===== src/rtl/rfi_pkg.sv =====
package rfi_pkg;
    localparam int OP_W = 3;

    typedef enum logic [OP_W-1:0] {
        OP_HOLD  = 3'd0,
        OP_LOAD  = 3'd1,
        OP_INC   = 3'd2,
        OP_DEC   = 3'd3,
        OP_FETCH = 3'd4
    } rfi_op_e;

    typedef struct packed {
        logic wr_en;
        logic use_step;
        logic step_down;
    } rfi_ctl_t;
endpackage


===== src/rtl/rfi_op_decode.sv =====
module rfi_op_decode
    import rfi_pkg::*;
(
    input  logic [OP_W-1:0] op_code,
    output rfi_ctl_t        ctl
);
    always_comb begin
        ctl = '0;
        unique case (op_code)
            OP_LOAD:  ctl = '{wr_en: 1'b1, use_step: 1'b0, step_down: 1'b0};
            OP_INC:   ctl = '{wr_en: 1'b1, use_step: 1'b1, step_down: 1'b0};
            OP_DEC:   ctl = '{wr_en: 1'b1, use_step: 1'b1, step_down: 1'b1};
            OP_FETCH: ctl = '{wr_en: 1'b1, use_step: 1'b1, step_down: 1'b0};
            default:  ctl = '0;  // hold and unused codes
        endcase
    end
endmodule


===== src/rtl/rfi_step_unit.sv =====
module rfi_step_unit #(
    parameter int W = 16
) (
    input  logic [W-1:0] src,
    input  logic         down,
    output logic [W-1:0] res
);
    localparam logic [W-1:0] ONE = W'(1);

    always_comb begin
        res = down ? (src - ONE) : (src + ONE);
    end

    always_comb begin

        if (!down && src == '1) step_wrap_up_chk: assert (res == '0);

        if (down && src == '0) step_wrap_down_chk: assert (res == '1);
    end
endmodule


===== src/rtl/rfi_reg_array.sv =====
module rfi_reg_array #(
    parameter int N = 16,
    parameter int W = 16
) (
    input  logic                 clk,
    input  logic                 rst,
    input  logic                 we,
    input  logic [$clog2(N)-1:0] waddr,
    input  logic [W-1:0]         wdat,
    input  logic [$clog2(N)-1:0] raddr,
    output logic [W-1:0]         rdat,
    output logic [N-1:0][W-1:0]  q_all
);
    localparam int AW = $clog2(N);

    for (genvar i = 0; i < N; i++) begin : g_reg
        always_ff @(posedge clk) begin
            if (rst)
                q_all[i] <= '0;
            else if (we && waddr == AW'(i))
                q_all[i] <= wdat;
        end


        untouched_reg_chk: assert property (@(posedge clk) disable iff (rst)
            !(we && waddr == AW'(i)) |=> q_all[i] == $past(q_all[i]));
    end

    assign rdat = q_all[raddr];
endmodule


===== src/rtl/rfi_ptr_file.sv =====
module rfi_ptr_file
    import rfi_pkg::*;
#(
    parameter int N = 16,
    parameter int W = 16
) (
    input  logic                 clk,
    input  logic                 rst,
    input  logic [$clog2(N)-1:0] sel,
    input  logic [OP_W-1:0]      op,
    input  logic [W-1:0]         wdata,
    output logic [W-1:0]         rdata
);
    localparam logic [W-1:0] ONE = W'(1);

    rfi_ctl_t            ctl;
    logic [W-1:0]        step_res;
    logic [W-1:0]        wr_val;
    logic [N-1:0][W-1:0] q_all;

    rfi_op_decode u_dec (
        .op_code (op),
        .ctl     (ctl)
    );

    rfi_step_unit #(.W(W)) u_step (
        .src  (rdata),
        .down (ctl.step_down),
        .res  (step_res)
    );

    always_comb begin
        wr_val = ctl.use_step ? step_res : wdata;
    end

    rfi_reg_array #(.N(N), .W(W)) u_arr (
        .clk   (clk),
        .rst   (rst),
        .we    (ctl.wr_en),
        .waddr (sel),
        .wdat  (wr_val),
        .raddr (sel),
        .rdat  (rdata),
        .q_all (q_all)
    );


    reset_clear_chk: assert property (@(posedge clk)
        rst |=> q_all == '0);


    hold_stable_chk: assert property (@(posedge clk) disable iff (rst)
        op == OP_HOLD |=> q_all == $past(q_all));


    load_value_chk: assert property (@(posedge clk) disable iff (rst)
        op == OP_LOAD |=> q_all[$past(sel)] == $past(wdata));


    inc_value_chk: assert property (@(posedge clk) disable iff (rst)
        op == OP_INC |=> q_all[$past(sel)] == $past(rdata) + ONE);


    dec_value_chk: assert property (@(posedge clk) disable iff (rst)
        op == OP_DEC |=> q_all[$past(sel)] == $past(rdata) - ONE);


    fetch_step_chk: assert property (@(posedge clk) disable iff (rst)
        op == OP_FETCH |=> q_all[$past(sel)] == $past(rdata) + ONE);


    unused_code_chk: assert property (@(posedge clk) disable iff (rst)
        op > OP_FETCH |=> q_all == $past(q_all));
endmodule


===== config.mk =====
export PLATFORM = sky130hd
export DESIGN_NAME = rfi_ptr_file
export DESIGN_NICKNAME = d
export VERILOG_FILES = /design/src/rtl/rfi_pkg.sv /design/src/rtl/rfi_op_decode.sv /design/src/rtl/rfi_step_unit.sv /design/src/rtl/rfi_reg_array.sv /design/src/rtl/rfi_ptr_file.sv
export SDC_FILE = /design/constraint.sdc
export NUM_CORES = 1
export LEC_CHECK = 0
export BUFFER_PORTS_ARGS = -buffer_cell sky130_fd_sc_hd__buf_2
export CORE_AREA = 2 2 174 176
export DETAILED_ROUTE_END_ITERATION = 16
export DIE_AREA = 0 0 176 178
export PLACE_DENSITY = 0.55
export SETUP_SLACK_MARGIN = 0.5
export SLEW_MARGIN = 10
export SYNTH_ARGS = -nofsm -noshare
export SYNTH_HDL_FRONTEND = slang
export SYNTH_SLANG_ARGS = --single-unit
export TNS_END_PERCENT = 10

===== constraint.sdc =====
create_clock -name clk -period 9.8 [get_ports clk]
set_input_delay 0.49 -clock clk [delete_from_list [all_inputs] [get_ports clk]]
set_output_delay 0.49 -clock clk [all_outputs]
set_load 0.02 [all_outputs]

==> impl_summary.md <==
Run status
The flow ran to the end, and the final reports show no timing, DRC or antenna violations.

Synth
The post-synthesis async set-or-reset flop share is 0%. The number of flops mapped to enable cells by yosys is 0. In this run, synthesis produced a sequential element count of approximately 260. The count of synthesis-stage warnings from yosys is 0. After synthesis, the netlist uses 58 different library cells. Sorting the synthesized cells by area gives the leading types as sky130_fd_sc_hd__dfxtp_1 (44%), sky130_fd_sc_hd__mux4_2 (14%), sky130_fd_sc_hd__nor2_1 (7.3%). The fraction of post-synthesis cell area in the top cell type by area is between 40% and 50%. After Yosys synthesis, XOR and XNOR cells account for 0.983% of the synthesized area. The library cell occupying the most area in the post-synthesis netlist is sky130_fd_sc_hd__dfxtp_1. The fraction of the mapped netlist area in compound gates is 19.9%.

The synthesized-area fraction occupied by and/or/nand/nor cells is between 10% and 20%. The post-synthesis instance total is ~1,200. By area, the combinational part of the netlist is dominated by compound AO/OA/AOI/OAI gates.

The most used flip-flop cell after synthesis is sky130_fd_sc_hd__dfxtp_1. The mean area per synthesized cell is between 9 and 10 µm². The share of synthesized area occupied by flip-flops and latches is 44.2%.

Summing every instance area after synthesis gives between 10,000 and 15,000 µm². Summing the areas of all fa, ha and maj instances in the mapped netlist gives 1.68% of the synthesized area. The number of nets in the synthesized netlist is between 1,000 and 1,500. The portion of synthesized area spent on multiplexers is between 15 and 20%.

Worst hold path
The min-delay analysis places its worst path in the category input port to flip-flop. Along the worst hold path, the cell count comes to 2. The worst hold path terminates at u_arr.q_all[56]$_SDFFE_PP0P_. The worst hold path begins at rst.

STA
After layout, the minimum clock period comes to ~5.2 ns. The final critical path takes up around 53% of the cycle. Setup violations remaining at the end of the flow were counted as 0. The final worst setup slack is roughly 4.6 ns. The final setup TNS is 0 ns. The hold violation total from the final report came to 0. For this run, the top clock speed supported by timing is 0.192 GHz.

For the final database, setup skew stands at 0.0114 ns. Setup repair after global routing left no endpoint under its margin. The transition time of the tightest slew-check pin is 1.14 ns. Headroom to the max-slew limit came out at between 20% and 30%. The number of max-slew violations in the final report came to 0.

Setup path
The signal on the critical path passes through buf_4 -> buf_4 -> mux4_2 -> mux4_2 -> ha_1 -> nor2b_1 -> o21a_1 -> o21ai_0 -> a211oi_1 -> o2111ai_1 -> a2111oi_0 -> nor3b_2 -> a21oi_1. In this run the worst path has a maximum fanout of 47. In this run the critical register-to-register path is launched from u_arr.q_all[183]$_SDFFE_PP0P_. The worst setup path is launched from an input port. The worst setup path category is input port to flip-flop. The endpoint identified for the worst register-to-register timing path is u_arr.q_all[30]$_SDFFE_PP0P_. The delay of the slowest critical-path stage is ~0.87 ns. In this run the register-to-register setup slack is 5.51 ns. For this design, the slowest cell found on the critical path is sky130_fd_sc_hd__nor3b_2. For the worst setup path, the data required time is around 10 ns. The data arrival time of the critical path is 5.57 ns. The depth of the worst register-to-register path is 9. STA classifies the critical path endpoint as a flip-flop.

CTS
The buffers inserted during post-CTS setup optimization is 0. After clock tree synthesis, the clock-pin slew on the worst setup and hold paths is around 0.060 ns. In this run the number of H-tree levels came out at 1. The TritonCTS clock tree is yes. Clock tree synthesis inserted a total of 27 buffers. The longest clock path from root to sink contains 3 buffers. For this design, the sink count on the clock tree is 256. Buffers inserted to repair hold after CTS numbered 0.

The clock tree root driver cell is sky130_fd_sc_hd__clkbuf_16. The insertion delay of the later-clocked pin in the worst-skew pair is 0.54 ns. The post-cts gate resize count is 0.

Cells and area
The largest registers in the layout are u_arr.q_all x256. 0 antenna diodes ended up in the layout. The register ranked first by flip-flop count is u_arr.q_all. The multi-input combinational cell area is roughly 6100 µm².

The total of fill cells in the finished design is roughly 2,700. The area used by sequential logic in the layout is 5120 µm². The number of flip-flops under the largest register name is ~260.

The count of nets after finishing is 1,249. The share of layout cells above drive strength 1 is a little under a fifth. Relative to the synthesized area, the layout overhead comes to 12.3%.

Route
In the routed layout, each cell is associated on average with a via count of ~5.7. The routed wirelength normalized by instance count is roughly 21 µm. The count of TritonRoute iterations in the first routing pass is 5.

The first-iteration detailed-routing DRC count is about 810. The total number of vias is between 9,000 and 10,000. For this run, design rule violations remaining after detail routing come to 0. The routed design has approximately 33,000 µm of wire.

The remaining number of nets flagged by the antenna check after routing is 0.

Placed design
At the end of routability-driven placement, the weighted congestion stood at slightly below 0.9. The count of port buffers added during placement is 40. The HPWL after detailed placement is between 20,000 and 25,000 µm. The placement-stage worst setup slack is around 4 ns.

Pwr
Across the VDD grid, the largest voltage drop is ~0.00013 V. For this design the ratio of total power to cell area is roughly 180 nW/µm². Summed over all cells, the static leakage comes to 4.72 nW.

Global routing
The pin count of the biggest net entering global routing is 99. The number of global-route vias before repair is 8,676. The initial antenna violation count is 0. Global routing consumed, over all layers together, a little over a fifth of the routing resources. The residual overflow from global routing is 0. The first global-routing pass estimated approximately 52,000 µm of wire.

Floorplan
The number of placement rows is 63. In this run the vertical extent of the chip is between 150 and 200 µm. The total area inside the core boundary comes to roughly 30,000 µm².

The I/O pin total is ~40. The die width is between 150 and 200 µm. For this configuration, the core starts out at a cell density of 39.4%.

The die covers 31,300 µm².

Job
Max-cap violations in this run came to 0.
[cells by family after synthesis]
logic type	Yosys count
compound gates	375
simple gates	355
flops	256
buf+inv	114
mux	90
fa+ha+maj	15
xor+xnor	13
[worst max-delay path, delay by kind of cell]
kind	cells	cell delay [ns]
fa+ha+maj	1	0.36
compound gates	6	1.37
mux	2	1.09
buf+inv	2	1.20
simple gates	2	1.03
[cell usage in the layout, fill, tap and decap left out, drive strengths merged, types with 9 or more instances in the layout]
master,count
dfxtp,256
nor2,227
o21ai,139
a211oi,111
a21oi,98
mux4,77
buf,69
nand2,59
clkbuf,34
nand3,23
ha,14
nor3,14
mux2i,12
xnor2,10
clkinv,9
[where the power goes]
| part | switching, W | internal, W |
|---|---|---|
| Clock | 0.000422 | 0.000618 |
| Combinational | 0.000149 | 0.0000727 |
| Sequential | 0.0000118 | 0.00107 |
[cells in the mapped netlist (all sizes together), types with 3 or more instances]
cell and n:
dfxtp 256, a21o 7, nand3 23, nand2b 6, nor3 14, or3 3
nor2 227, buf 24, nor3b 3, ha 14, mux2i 12, xor2 3
nand3b 3, a211oi 111, clkbuf 83, nand2 59, nor2b 5, and3 3
a21oi 98, and2 4, xnor2 10, mux4 77, inv 7, o21ai 139
[layer usage]
| layer | global-route usage (%) | up-vias | routed length, µm |
|---|---|---|---|
| met1 | 31.7 | 4428 | 15900 |
| met2 | 33.5 | 268 | 14800 |
| li1 | - | 4415 | - |
| met3 | 2.49 | 50 | 1990 |
| met4 | 5.61 | 0 | 744 |
| met5 | 0 | - | 0 |
[final cells by class]
class	instances	area share [%]
clock inverters	13	1.10
repair buffers	69	3.25
multi-input cells	848	46.6
clock buffers	34	5.78
inverters	7	0.202
well taps	390	3.75
flip-flops and latches	256	39.4
[how the worst max path moves through the flow]
stage | depth (start not counted) | end | from
finish | 13 | u_arr.q_all[30]$_SDFFE_PP0P_ | sel[0]
global route | 15 | u_arr.q_all[110]$_SDFFE_PP0P_ | sel[0]
CTS | 13 | u_arr.q_all[30]$_SDFFE_PP0P_ | sel[0]
detailed placement | 13 | u_arr.q_all[14]$_SDFFE_PP0P_ | sel[0]
global placement | 13 | u_arr.q_all[14]$_SDFFE_PP0P_ | sel[0]
floorplan | 15 | u_arr.q_all[158]$_SDFFE_PP0P_ | sel[0]
[stage by stage]
step | util (%) | instance area [µm²] | cells | hold WS [ns] | total power (W)
6_report | 44.3 | 13000 | 1617 | 0.403 | 0.00234
5_1_grt | 44.3 | 13000 | 1617 | 0.406 | 0.00241
4_1_cts | 44.3 | 13000 | 1617 | 0.387 | 0.00236
3_5_place_dp | 41.2 | 12100 | 1570 | 0.453 | 0.00132
3_3_place_gp | 41.2 | 12100 | 1570 | 0.441 | 0.00132
2_1_floorplan | - | 11600 | 1218 | 0.433 | 0.00125
No activity file was read; power rests on OpenSTA's default activity.
